<file path="config.mk">
export PLATFORM = sky130hd
export DESIGN_NAME = pgm_port_target
export DESIGN_NICKNAME = d
export VERILOG_FILES = /design/src/rtl/pgm_pkg.sv /design/src/rtl/pgm_edge.sv /design/src/rtl/pgm_loadregs.sv /design/src/rtl/pgm_pagebuf.sv /design/src/rtl/pgm_mem.sv /design/src/rtl/pgm_ctrl.sv /design/src/rtl/pgm_port_target.sv
export SDC_FILE = /design/constraint.sdc
export NUM_CORES = 1
export LEC_CHECK = 0
export BUFFER_PORTS_ARGS = -buffer_cell sky130_fd_sc_hd__buf_2
export CAP_MARGIN = 10
export CORE_MARGIN = 4
export CORE_UTILIZATION = 40
export CTS_BUF_LIST = sky130_fd_sc_hd__clkbuf_8
export DETAILED_ROUTE_END_ITERATION = 7
export MAX_ROUTING_LAYER = met4
export SYNTH_ARGS = -nofsm -noshare
export SYNTH_HDL_FRONTEND = slang
export SYNTH_SLANG_ARGS = --single-unit
export TNS_END_PERCENT = 100
</file>
<file path="constraint.sdc">
create_clock -name clk -period 2.9 [get_ports clk]
set_input_delay 0.29 -clock clk [delete_from_list [all_inputs] [get_ports clk]]
set_output_delay 0.29 -clock clk [all_outputs]
set_load 0.03 [all_outputs]
</file>
<file path="src/rtl/pgm_pkg.sv">
package pgm_pkg;

    typedef enum logic [1:0] {
        MODE_ADDR = 2'b00,
        MODE_DATA = 2'b01,
        MODE_CMD  = 2'b10,
        MODE_NONE = 2'b11
    } mode_e;

    typedef enum logic [1:0] {
        ST_IDLE,
        ST_ERASE,
        ST_PROG
    } state_e;

    localparam logic [7:0] CMD_ERASE = 8'h80;
    localparam logic [7:0] CMD_WRITE = 8'h10;

endpackage

</file>
<file path="src/rtl/pgm_edge.sv">
// Registered edge detection for a group of synchronous strobes.
module pgm_edge #(
    parameter int            N       = 3,
    parameter logic [N-1:0]  RST_VAL = '0
) (
    input  logic         clk,
    input  logic         rst_n,
    input  logic [N-1:0] sig_i,
    output logic [N-1:0] rise_o,
    output logic [N-1:0] fall_o
);
    logic [N-1:0] prev_q;

    always_ff @(posedge clk or negedge rst_n) begin
        if (!rst_n) prev_q <= RST_VAL;
        else        prev_q <= sig_i;
    end

    for (genvar g = 0; g < N; g++) begin : g_bit
        assign rise_o[g] = ~prev_q[g] &  sig_i[g];
        assign fall_o[g] =  prev_q[g] & ~sig_i[g];
    end
endmodule

</file>
<file path="src/rtl/pgm_loadregs.sv">
// Command, address and data holding registers loaded by the load strobe.
module pgm_loadregs
    import pgm_pkg::*;
(
    input  logic       clk,
    input  logic       rst_n,
    input  logic       load_rise,
    input  logic       en,
    input  logic [1:0] mode,
    input  logic       bsel,
    input  logic [7:0] bus,
    output logic [7:0] cmd_o,
    output logic [7:0] addr_o,
    output logic [15:0] word_o
);
    mode_e m;
    logic  take;

    assign m    = mode_e'(mode);
    assign take = load_rise & en;

    always_ff @(posedge clk or negedge rst_n) begin
        if (!rst_n) begin
            cmd_o  <= '0;
            addr_o <= '0;
            word_o <= '0;
        end else if (take) begin
            unique case (m)
                MODE_CMD:  cmd_o <= bus;
                MODE_ADDR: if (!bsel) addr_o <= bus;
                MODE_DATA: begin
                    if (bsel) word_o[15:8] <= bus;
                    else      word_o[7:0]  <= bus;
                end
                MODE_NONE: ;
            endcase
        end
    end
endmodule

</file>
<file path="src/rtl/pgm_pagebuf.sv">
// Page buffer: one slot per word of a flash page.
module pgm_pagebuf #(
    parameter int WORDS = 4,
    localparam int IDXW = $clog2(WORDS)
) (
    input  logic                clk,
    input  logic                rst_n,
    input  logic                latch_en,
    input  logic [7:0]          addr,
    input  logic [15:0]         word,
    input  logic                clear,
    output logic [WORDS*16-1:0] buf_o
);
    localparam logic [7:0] IDX_MASK = 8'(WORDS - 1);

    for (genvar w = 0; w < WORDS; w++) begin : g_slot
        logic hit;
        assign hit = latch_en && ((addr & IDX_MASK) == 8'(w));

        always_ff @(posedge clk or negedge rst_n) begin
            if (!rst_n)    buf_o[w*16 +: 16] <= 16'hFFFF;
            else if (clear) buf_o[w*16 +: 16] <= 16'hFFFF;
            else if (hit)   buf_o[w*16 +: 16] <= word;
        end
    end
endmodule

</file>
<file path="src/rtl/pgm_mem.sv">
// Modelled flash (pages of words) and EEPROM (bytes) arrays.
module pgm_mem #(
    parameter int PAGES    = 8,
    parameter int WORDS    = 4,
    parameter int EE_BYTES = 8,
    parameter int PEEK_W   = 5,
    localparam int IDXW    = $clog2(WORDS),
    localparam int FW      = PAGES * WORDS
) (
    input  logic                clk,
    input  logic                rst_n,
    input  logic                prog_go,
    input  logic [7:0]          addr,
    input  logic [WORDS*16-1:0] buf_i,
    input  logic                erase_go,
    input  logic                keep_ee,
    input  logic                peek_sel,
    input  logic [PEEK_W-1:0]   peek_addr,
    output logic [15:0]         peek_data
);
    logic [15:0] flash_q [FW];
    logic [7:0]  ee_q    [EE_BYTES];

    for (genvar i = 0; i < FW; i++) begin : g_flash
        logic sel;
        assign sel = prog_go && ((addr >> IDXW) == 8'(i / WORDS));

        always_ff @(posedge clk or negedge rst_n) begin
            if (!rst_n)        flash_q[i] <= 16'h0000;
            else if (erase_go) flash_q[i] <= 16'hFFFF;
            else if (sel)      flash_q[i] <= buf_i[(i % WORDS)*16 +: 16];
        end
    end

    for (genvar e = 0; e < EE_BYTES; e++) begin : g_ee
        always_ff @(posedge clk or negedge rst_n) begin
            if (!rst_n)                    ee_q[e] <= 8'hA0 + 8'(e);
            else if (erase_go && !keep_ee) ee_q[e] <= 8'hFF;
        end
    end

    always_comb begin
        peek_data = '0;
        if (peek_sel) begin
            if (int'(peek_addr) < EE_BYTES) peek_data = {8'h00, ee_q[int'(peek_addr)]};
        end else begin
            if (int'(peek_addr) < FW) peek_data = flash_q[int'(peek_addr)];
        end
    end
endmodule

</file>
<file path="src/rtl/pgm_ctrl.sv">
// Operation sequencer: idle, erase and page-program states.
module pgm_ctrl
    import pgm_pkg::*;
#(
    parameter int ERASE_CYC = 20,
    parameter int PROG_CYC  = 12,
    localparam int MAXC     = (ERASE_CYC > PROG_CYC) ? ERASE_CYC : PROG_CYC,
    localparam int CW       = $clog2(MAXC + 1)
) (
    input  logic       clk,
    input  logic       rst_n,
    input  logic       wr_fall,
    input  logic [7:0] cmd,
    output state_e     state_o,
    output logic       ready_o,
    output logic       erase_go,
    output logic       prog_go,
    output logic       buf_clear
);
    state_e        state_q, state_d;
    logic [CW-1:0] cnt_q, cnt_d;

    always_comb begin
        state_d = state_q;
        cnt_d   = cnt_q;
        unique case (state_q)
            ST_IDLE: begin
                if (wr_fall && cmd == CMD_ERASE) begin
                    state_d = ST_ERASE;
                    cnt_d   = CW'(ERASE_CYC - 1);
                end else if (wr_fall && cmd == CMD_WRITE) begin
                    state_d = ST_PROG;
                    cnt_d   = CW'(PROG_CYC - 1);
                end
            end
            ST_ERASE, ST_PROG: begin
                if (cnt_q == '0) state_d = ST_IDLE;
                else             cnt_d   = cnt_q - 1'b1;
            end
            default: state_d = ST_IDLE;
        endcase
    end

    always_ff @(posedge clk or negedge rst_n) begin
        if (!rst_n) begin
            state_q <= ST_IDLE;
            cnt_q   <= '0;
        end else begin
            state_q <= state_d;
            cnt_q   <= cnt_d;
        end
    end

    always_comb begin
        ready_o   = (state_q == ST_IDLE);
        erase_go  = (state_q == ST_IDLE) && wr_fall && (cmd == CMD_ERASE);
        prog_go   = (state_q == ST_IDLE) && wr_fall && (cmd == CMD_WRITE);
        buf_clear = (state_q == ST_PROG) && (cnt_q == '0);
    end

    assign state_o = state_q;
endmodule

</file>
<file path="src/rtl/pgm_port_target.sv">
module pgm_port_target
    import pgm_pkg::*;
#(
    parameter int PAGES     = 8,
    parameter int WORDS     = 4,
    parameter int EE_BYTES  = 8,
    parameter int ERASE_CYC = 20,
    parameter int PROG_CYC  = 12,
    localparam int FW       = PAGES * WORDS,
    localparam int PEEK_W   = (FW > EE_BYTES) ? $clog2(FW) : $clog2(EE_BYTES)
) (
    input  logic              clk,
    input  logic              rst_n,
    input  logic [1:0]        mode_i,
    input  logic              bsel_i,
    input  logic [7:0]        bus_i,
    input  logic              load_i,
    input  logic              plat_i,
    input  logic              wr_n_i,
    input  logic              keep_ee_i,
    output logic              ready_o,
    input  logic              peek_sel_i,
    input  logic [PEEK_W-1:0] peek_addr_i,
    output logic [15:0]       peek_data_o
);
    logic [2:0]         rise, fall;
    logic               load_rise, plat_rise, wr_fall;
    logic [7:0]         cmd_q, addr_q;
    logic [15:0]        word_q;
    logic [WORDS*16-1:0] buf_flat;
    logic               erase_go, prog_go, buf_clear;
    state_e             st;

    pgm_edge #(.N(3), .RST_VAL(3'b100)) u_edge (
        .clk(clk), .rst_n(rst_n),
        .sig_i({wr_n_i, plat_i, load_i}),
        .rise_o(rise), .fall_o(fall)
    );

    assign load_rise = rise[0];
    assign plat_rise = rise[1] & ~fall[1];
    assign wr_fall   = fall[2] & ~rise[2];

    pgm_loadregs u_regs (
        .clk(clk), .rst_n(rst_n),
        .load_rise(load_rise), .en(ready_o),
        .mode(mode_i), .bsel(bsel_i), .bus(bus_i),
        .cmd_o(cmd_q), .addr_o(addr_q), .word_o(word_q)
    );

    pgm_pagebuf #(.WORDS(WORDS)) u_buf (
        .clk(clk), .rst_n(rst_n),
        .latch_en(plat_rise & bsel_i & ready_o),
        .addr(addr_q), .word(word_q),
        .clear(buf_clear), .buf_o(buf_flat)
    );

    pgm_ctrl #(.ERASE_CYC(ERASE_CYC), .PROG_CYC(PROG_CYC)) u_ctrl (
        .clk(clk), .rst_n(rst_n),
        .wr_fall(wr_fall), .cmd(cmd_q),
        .state_o(st), .ready_o(ready_o),
        .erase_go(erase_go), .prog_go(prog_go), .buf_clear(buf_clear)
    );

    pgm_mem #(.PAGES(PAGES), .WORDS(WORDS), .EE_BYTES(EE_BYTES), .PEEK_W(PEEK_W)) u_mem (
        .clk(clk), .rst_n(rst_n),
        .prog_go(prog_go), .addr(addr_q), .buf_i(buf_flat),
        .erase_go(erase_go), .keep_ee(keep_ee_i),
        .peek_sel(peek_sel_i), .peek_addr(peek_addr_i), .peek_data(peek_data_o)
    );
endmodule

</file>
== After elaboration in Yosys (flattened, before gate mapping) ==
Cells that the tools add are included.

* Bits in registers: 622
* Input port bits: 23
* Output and inout bits: 17
* Logic and storage cells: 222

* Add/sub/neg operators: 1
* $lt $le $gt $ge: 3
* Equality and inequality tests: 19
* Mux-type cells: 88
* Bitwise logic cells: 19
* Reduce and logical (&&, ||, !) cells: 45

{| class="wikitable"
|+ Operators with widths
! cell !! count
|-
| 2-to-1 mux 16 bit || 75
|-
| binary-select mux 16 bit (select 5 bit) || 1
|-
| greater-or-equal comparator 32 x 4 -> 1 bit (second input constant) || 1
|-
| greater-or-equal comparator 32 x 6 -> 1 bit (second input constant) || 1
|-
| inverter 5 -> 32 bit || 1
|-
| nonzero test 2 bit || 13
|-
| binary-select mux 8 bit (select 3 bit) || 1
|-
| == test 6 x 3 -> 1 bit (second input constant) || 4
|-
| 2-to-1 mux 8 bit || 3
|-
| logical AND 1 bit || 19
|-
| logical NOT 8 bit || 2
|-
| 2-to-1 mux 5 bit || 3
|-
| == test 6 x 2 -> 1 bit (second input constant) || 2
|-
| AND reduction 3 bit || 4
|-
| bitwise AND 1 bit || 10
|-
| case mux 5 bit (2 select lines) || 1
|-
| == test 2 bit (second input constant) || 4
|-
| == test 8 x 5 -> 1 bit (second input constant) || 1
|-
| == test 8 bit (second input constant) || 1
|-
| inverter 1 bit || 8
|-
| == test 2 x 1 -> 1 bit (second input constant) || 3
|-
| == test 6 x 1 -> 1 bit (second input constant) || 1
|-
| 2-to-1 mux 2 bit || 3
|-
| logical NOT 5 bit || 1
|-
| 10 further kinds || 12
|}

== Depth between registers and ports, before layout ==
Gate-level depths: netlist of the first run.

* Depth in word-level cells: 9
* Gate-level depth with buffers: 10
* Depth with buffers taken out: 7

== Hierarchy ==
A second synthesis of the first run with hierarchy kept.

* Cell total of the unflattened synthesis: 2618
* Area total of the unflattened synthesis: 30615.6 um^2

{| class="wikitable"
|+ By module, submodules not included
! module !! times used !! cells an instance !! area each (um^2) !! seq. area each (um^2)
|-
| pgm_mem || 1 || 2282 || 26020.0 || 12837.3
|-
| pgm_pagebuf || 1 || 190 || 2678.8 || 1681.6
|-
| pgm_loadregs || 1 || 71 || 1247.4 || 800.8
|-
| pgm_ctrl || 1 || 64 || 539.3 || 175.2
|-
| pgm_edge || 1 || 9 || 113.9 || 76.3
|-
| pgm_port_target || 1 || 2 || 16.3 || 0.0
|}

== Least setup slack after synthesis of the first run ==
No wires, ideal clock.

* Path kind: input-to-output
* Start point: input port peek_addr_i[0]
* End point: output port peek_data_o[3]
* Arrival time: 2.834 ns
* Path slack: -0.224 ns
* Stages: 9
* Buffers on the path: 4
* Cell sequence: buf_2 buf_4 buf_2 buf_4 mux2i_1 a221oi_1 o21ai_0 and2_1 o41ai_1

* Longest elaborated chain between the ends: 6

{| class="wikitable"
|+ Ends and longest elaborated chain
! item !! line !! text
|-
| from (decl) || pgm_port_target.sv:23 || <nowiki>input logic [PEEK_W-1:0] peek_addr_i,</nowiki>
|-
| branches (longest 5 deep; another with inverter 5 -> 32 bit) || -- ||
|-
| 2-to-1 mux 16 bit (*) || pgm_mem.sv:44 || <nowiki>if (peek_sel) begin</nowiki>
|-
| to (decl) || pgm_port_target.sv:24 || <nowiki>output logic [15:0] peek_data_o</nowiki>
|}

Every way passes the cells marked *. The select of a mux whose other input is x is not followed.

== Worst setup path in the final report of the first run ==
* Start point: register u_mem.flash_q[98] in the netlist's numbering
* End point: output port peek_data_o[2]

* Longest elaborated chain between the ends: 4

{| class="wikitable"
|+ Ends and longest elaborated chain
! item !! line !! text
|-
| from (decl) || pgm_mem.sv:21 || <nowiki>logic [15:0] flash_q [FW];</nowiki>
|-
| from (signal, indexed assignment) || pgm_mem.sv:31 || <nowiki>else if (sel) flash_q[i] <= buf_i[(i % WORDS)*16 +: 16];</nowiki>
|-
| binary-select mux 16 bit (select 5 bit) || pgm_mem.sv:47 || <nowiki>if (int'(peek_addr) < FW) peek_data = flash_q[int'(peek_addr)];</nowiki>
|-
| 2-to-1 mux 16 bit (not written as such) (2 in a row) || pgm_mem.sv:47 ||
|-
| 2-to-1 mux 16 bit || pgm_mem.sv:44 ||
|}

Every way passes these cells. The select of a mux whose other input is x is not followed.

==> out/results.tsv, run 1 <==
metric	value	unit
synth_edf_count	0	
grt_max_degree	141	
critPathKind	flip-flop to output port	
final_cell_mix	nand2_1, nand3_1, dfrtp_1, clkbuf_8, mux4_2	
p_per_area	946	nW/um^2
finClkSkew	0.0218	ns
nets	3032	
synthTopCellsByArea	dfrtp_1, nand2_1, nand3_1	
io_buffers	39	
finalSetupViolCount	0	
clock.fmax	0.350	GHz
clock-sinks	619	
grt.total_usage	0.225	
cts_htree_levels	3	
wl	84.6	mm
num_rows	99	
multi_input_area	12300	um^2
place_hpwl	47.8	mm
worstPathRequired	2.61	ns
yosys_warnings	0	
die-area	79000	um^2
tns	0	ns
fp.dieH	281	um
ant_nets	0	
vdd_ir_drop_max	0.427	mV
cts_buffers	98	
first_pass_iters	6	
ff_latch_area	15600	um^2
ys_seq_elements	619	
cts-root-buf	clkbuf_8	
syn_area_per_cell	9.78	um^2
antenna_found_initial	3	
drive_above_1_share	0.176	
num_vias	22300	
p_total	31000	uW
clk_pin_slew	0.06	ns
critPathLaunchType	flip-flop	
grt_pass1_wl	135	mm
synthFlopType	dfrtp_1	
gp_congestion	0.800	
area_delta_synth_final	9.97	%
drc	0	
cp.arrival	2.57	ns
io_pins	40	
max_slew_margin	0.469	
floorplan.initialDensity	0.406	
end_kind	output port	
hold_path.class	input port to flip-flop	
drv_cap	0	
whs	0.0865	ns
core-area	73500	um^2
async_flop_share	1.00	
critPathMaxFanout	2	
overflow	0	
insertion_delay	0.70	ns
wire_per_inst	20.9	um
grt_pass1_vias	22300	
syn_area	29800	um^2
hold_viol_final	0	
syn_nets	3075	
dp_cells	3853	
yosys.area.top_type	dfrtp_1	
drt_iter0_markers	2094	
nFillCells	6946	
rsz0062_at_grt	true	
clockBufferDepth	3	
stdcell_count	4045	
worstMarginPinSlew	0.797	ns
ys_types	50	
syn-instance-count	3048	
cts_tree	yes	
p_leak	0.0162	uW
period_minus_slack	2.86	ns
synth_seq_area_share	0.522	
fin_crit_sh	0.985	
die_x	281	um
via_per_inst	5.50	
synth_top_area_share	0.465	
maxSlewViolCount	0	
fin_util	0.446	
status	complete, no violations	
mostFrequentLayoutCell	nand2_1	
-- state kept, by name, summed over array words and instances (netlist names) --
register	flops
u_ctrl.state_o	2
u_regs.cmd_o	8
u_regs.addr_o	8
u_mem.ee_q	1
u_buf.buf_o	64
u_edge.prev_q	3
u_regs.word_o	16
u_mem.flash_q	512
u_ctrl.cnt_q	5
-- per-stage QoR --
stage | setup slack, ns | instance area [um^2]
after global placement | 0.129 | 30500
after global routing | -0.0381 | 32800
after floorplan | 0.159 | 29800
final | 0.0437 | 32800
after detailed placement | 0.150 | 30500
after CTS | -0.0388 | 32700
-- final timing paths --
kind                            cells past startpoint            endpoint  slack (ns)          startpoint
worst max register to register                      6  u_mem.flash_q[196]        0.21     u_regs.cmd_o[3]
max in group asynchronous                           3  u_mem.flash_q[306]        1.89               rst_n
worst max-delay path                                6      peek_data_o[2]        0.04   u_mem.flash_q[98]
worst min-delay path                                2    u_regs.addr_o[4]        0.09            bus_i[4]
min in group asynchronous                           2  u_mem.flash_q[183]        0.15               rst_n
worst min register to register                      2  u_mem.flash_q[270]        0.49  u_mem.flash_q[270]
-- synthesized netlist by cell type (all sizes together) (3+ instances only) --
master	count
o41ai	3
or4	4
ha	4
inv	8
nor2	28
buf	69
and2	5
mux2i	14
a2111oi	3
o21bai	4
a22o	6
nand2b	4
a21o	3
nand3	587
o21ai	8
clkbuf	218
or3	3
nor2b	13
a21oi	24
dfstp	65
a22oi	30
nand2	1171
a211oi	6
a221oi	8
dfrtp	554
mux2	40
mux4	126
nor3	13
o22ai	8
-- cell type report --
class	count	share of cell area
antenna	2	0.000153
clock inverter	46	0.00813
clock buffer	133	0.0558
inverter	8	0.000916
multi-input combinational	2134	0.376
sequential	619	0.475
tap	959	0.0366
timing repair buffer	144	0.0472
-- per-layer routing --
layer	routed length, um	global-route usage
met1	39000	0.321
met3	5110	0.0369
met4	1790	0.0560
met5	0	-
met2	38700	0.339
-- cells by family after synthesis --
group,share of synthesized area
AND/OR/NAND/NOR,0.265
flip-flops,0.522
buffers and inverters,0.0707
multiplexers,0.115
AO/OA/AOI/OAI,0.0248
adder cells (fa/ha/maj),0.00168
XOR/XNOR,0.000294
-- power breakdown --
part	internal, uW	total, uW	switching [uW]
Clock	4330	7890	3560
Combinational	3680	6910	3230
Sequential	12800	16200	3420
-- worst max-delay path, cell delays in order (launching register included) --
cell       delay [ns]
dfrtp_1          0.36
mux4_2           0.26
nor2b_1          0.21
a211oi_2         0.06
a2111oi_1        0.59
o21bai_2         0.26
buf_6            0.16
-- what timing repair did --
action / 4_1_cts / 5_1_grt
gates resized for setup: 8 / 15
hold buffers: 12 / 0
pin swaps: 1 / 3
buffers inserted: 0 / 1
endpoints found under the hold margin: 417 / 0
setup endpoints to repair: 3 / 5
No activity file was read; power rests on OpenSTA's default activity.
==> inputs of run 2 (changes only) <==
--- a/config.mk
+++ b/config.mk
@@ -6,7 +6,7 @@
 export NUM_CORES = 1
 export LEC_CHECK = 0
 export BUFFER_PORTS_ARGS = -buffer_cell sky130_fd_sc_hd__buf_2
-export CAP_MARGIN = 10
+export CAP_MARGIN = 0
 export CORE_MARGIN = 4
 export CORE_UTILIZATION = 40
 export CTS_BUF_LIST = sky130_fd_sc_hd__clkbuf_8
==> constraint.sdc (replaced) <==
create_clock -name clk -period 3.6 [get_ports clk]
set_input_delay 0.36 -clock clk [delete_from_list [all_inputs] [get_ports clk]]
set_output_delay 0.36 -clock clk [all_outputs]
set_load 0.03 [all_outputs]
==> out/results.tsv, run 2 (same netlist as run 1, synthesis figures left out) <==
metric	value	unit	change
nFillCells	6982		+0.52%
fin_crit_sh	0.889		
p_leak	0.0161	uW	-0.68%
grt_pass1_vias	22300		-0.11%
drt_iter0_markers	1949		-6.9%
maxSlewViolCount	0		unchanged
wl	85.3	mm	+0.83%
cts-root-buf	clkbuf_8		
stdcell_count	4035		-0.25%
crit_family	buffers and inverters		
cts_buffers	100		+2.0%
largest_reg_flops	512		unchanged
worst_slack	0.401	ns	+0.357 ns
status	complete, no violations		
end_kind	output port		
clock-sinks	619		unchanged
fp.dieH	281	um	unchanged
hold_path.class	input port to flip-flop		
core-area	73500	um^2	unchanged
first_pass_iters	5		-1
ant_nets	0		unchanged
vdd_ir_drop_max	0.375	mV	-12%
place_hpwl	49.1	mm	+2.6%
worstPathRequired	3.24	ns	+0.63 ns
slowest_stage	a2111oi_0		
worst_path_largest_cell_delay	0.64	ns	+0.05 ns
critPathMaxFanout	49		+47
overflow	0		unchanged
clk_pin_slew	0.06	ns	about the same
pre_cts_slack	0.419	ns	+0.269 ns
finClkSkew	0.0393	ns	+0.0176 ns
grt.total_usage	0.225		about the same
clock.fmax	0.313	GHz	
worstMarginPinSlew	1.15	ns	+0.355 ns
drive_above_1_share	0.169		-0.00788
drv_cap	0		unchanged
area_delta_synth_final	9.00	%	
wire_per_inst	21.1	um	+1.1%
num_vias	22400		+0.73%
drc	0		unchanged
dp_cells	3840		-0.34%
fin_util	0.443		-0.00395
reg_top3	u_mem.flash_q (512), u_buf.buf_o (64), u_regs.word_o (16)		
finalSetupViolCount	0		unchanged
cts_resized	0		-8
io_buffers	39		unchanged
critPathKind	input port to output port		
cts_tree	yes		
rsz0062_at_grt	false		
num_rows	99		unchanged
cp.arrival	2.84	ns	+0.27 ns
path_cells	buf_8, buf_12, mux2i_1, a221oi_1, o21ai_0, a2111oi_0, buf_4, o21bai_1, buf_2		
p_per_area	771	nW/um^2	-18%
clockBufferDepth	3		unchanged
die_x	281	um	unchanged
period_minus_slack	3.20	ns	
die-area	79000	um^2	unchanged
gp_congestion	0.783		-2.2%
critPathLaunchType	input port		
max_slew_margin	0.232		-0.237
path_buf_inv	4		+3
tns	0	ns	unchanged
via_per_inst	5.56		+0.98%
max_flop_register	u_mem.flash_q		
grt_max_degree	126		-11%
final_cell_mix	nand2_1, nand3_1, dfrtp_1, clkbuf_8, mux4_2		
nets	3020		-0.40%
hold_viol_final	0		unchanged
mostFrequentLayoutCell	nand2_1		
grt_pass1_wl	135	mm	about the same
antenna_found_initial	2		-1
floorplan.initialDensity	0.406		unchanged
io_pins	40		unchanged
p_total	25100	uW	-19%
cts_htree_levels	3		unchanged
insertion_delay	0.72	ns	+0.02 ns
run 2: cell count changes in the layout (fill, tap and decap cells not counted), moves of 3 or more:
cell	before	now
buf_4	56	51
bufinv_16	3	6
a211oi_2	3	0
inv_1	40	45
a211oi_1	3	6
a21oi_1	21	24
clkbuf_8	133	129
buf_2	33	36
o41ai_2	3	0
a2111oi_0	0	3
buf_12	38	30
o41ai_1	0	3
run 2: per-layer routing:
| metal | part of all wire | track usage | wire length, um | vias up |
|---|---|---|---|---|
| met2 | 0.46 | 0.339 | 39000 | 747 |
| li1 | - | - | - | 10100 |
| met3 | 0.061 | 0.0338 | 5180 | 174 |
| met5 | 0 | - | 0 | - |
| met1 | 0.45 | 0.320 | 38700 | 11300 |
| met4 | 0.029 | 0.0633 | 2450 | 0 |
run 2: stage by stage:
stage               hold WS, ns  cell area [um^2]
global route             0.0366             32500
floorplan                0.0644             29800
global placement          0.470             30200
finish                   0.0559             32500
CTS                      0.0132             32500
detailed placement        0.467             30200
run 2: worst register-to-register path: cells and delay by family (launching register included):
kind,cells,cell delay (ns)
DFF,1,0.39
and+or+nand+nor,5,2.15
buffers and inverters,1,0.27
run 2: where the power goes:
| part | total [uW] | leakage [uW] | internal (uW) | switching, uW |
|---|---|---|---|---|
| registers | 13100 | 0.00797 | 10300 | 2820 |
| clock network | 6550 | 0.00125 | 3630 | 2910 |
| logic | 5400 | 0.00685 | 2880 | 2520 |
run 2: worst paths after layout:
| kind | start | endpoint | slack (ns) | cells after the start |
|---|---|---|---|---|
| worst max register to register | u_regs.cmd_o[3] | u_mem.flash_q[420] | 0.68 | 6 |
| worst min-delay path | bus_i[6] | u_regs.cmd_o[6] | 0.06 | 2 |
| worst max-delay path | peek_addr_i[0] | peek_data_o[2] | 0.40 | 9 |
| max in group asynchronous | rst_n | u_edge.prev_q[2] | 2.32 | 3 |
| worst min register to register | u_mem.flash_q[244] | u_mem.flash_q[244] | 0.49 | 2 |
| min in group asynchronous | rst_n | u_mem.flash_q[4] | 0.31 | 2 |
run 2: repair_timing:
item | 4_1_cts | 5_1_grt
endpoints found under the setup margin | 0 | 0
buffers inserted | 0 | 0
endpoints found under the hold margin | 97 | 0
hold buffers | 10 | 0
run 2: layout make-up:
cell class	count	area, um^2	area share
Sequential cell	619	15600	0.479
Multi-Input combinational cell	2134	12200	0.377
Tap cell	959	1200	0.0369
Inverter	8	30.0	0.000924
Clock buffer	129	1780	0.0546
Timing Repair Buffer	130	1310	0.0401
Antenna cell	2	5.00	0.000154
Clock inverter	54	377	0.0116
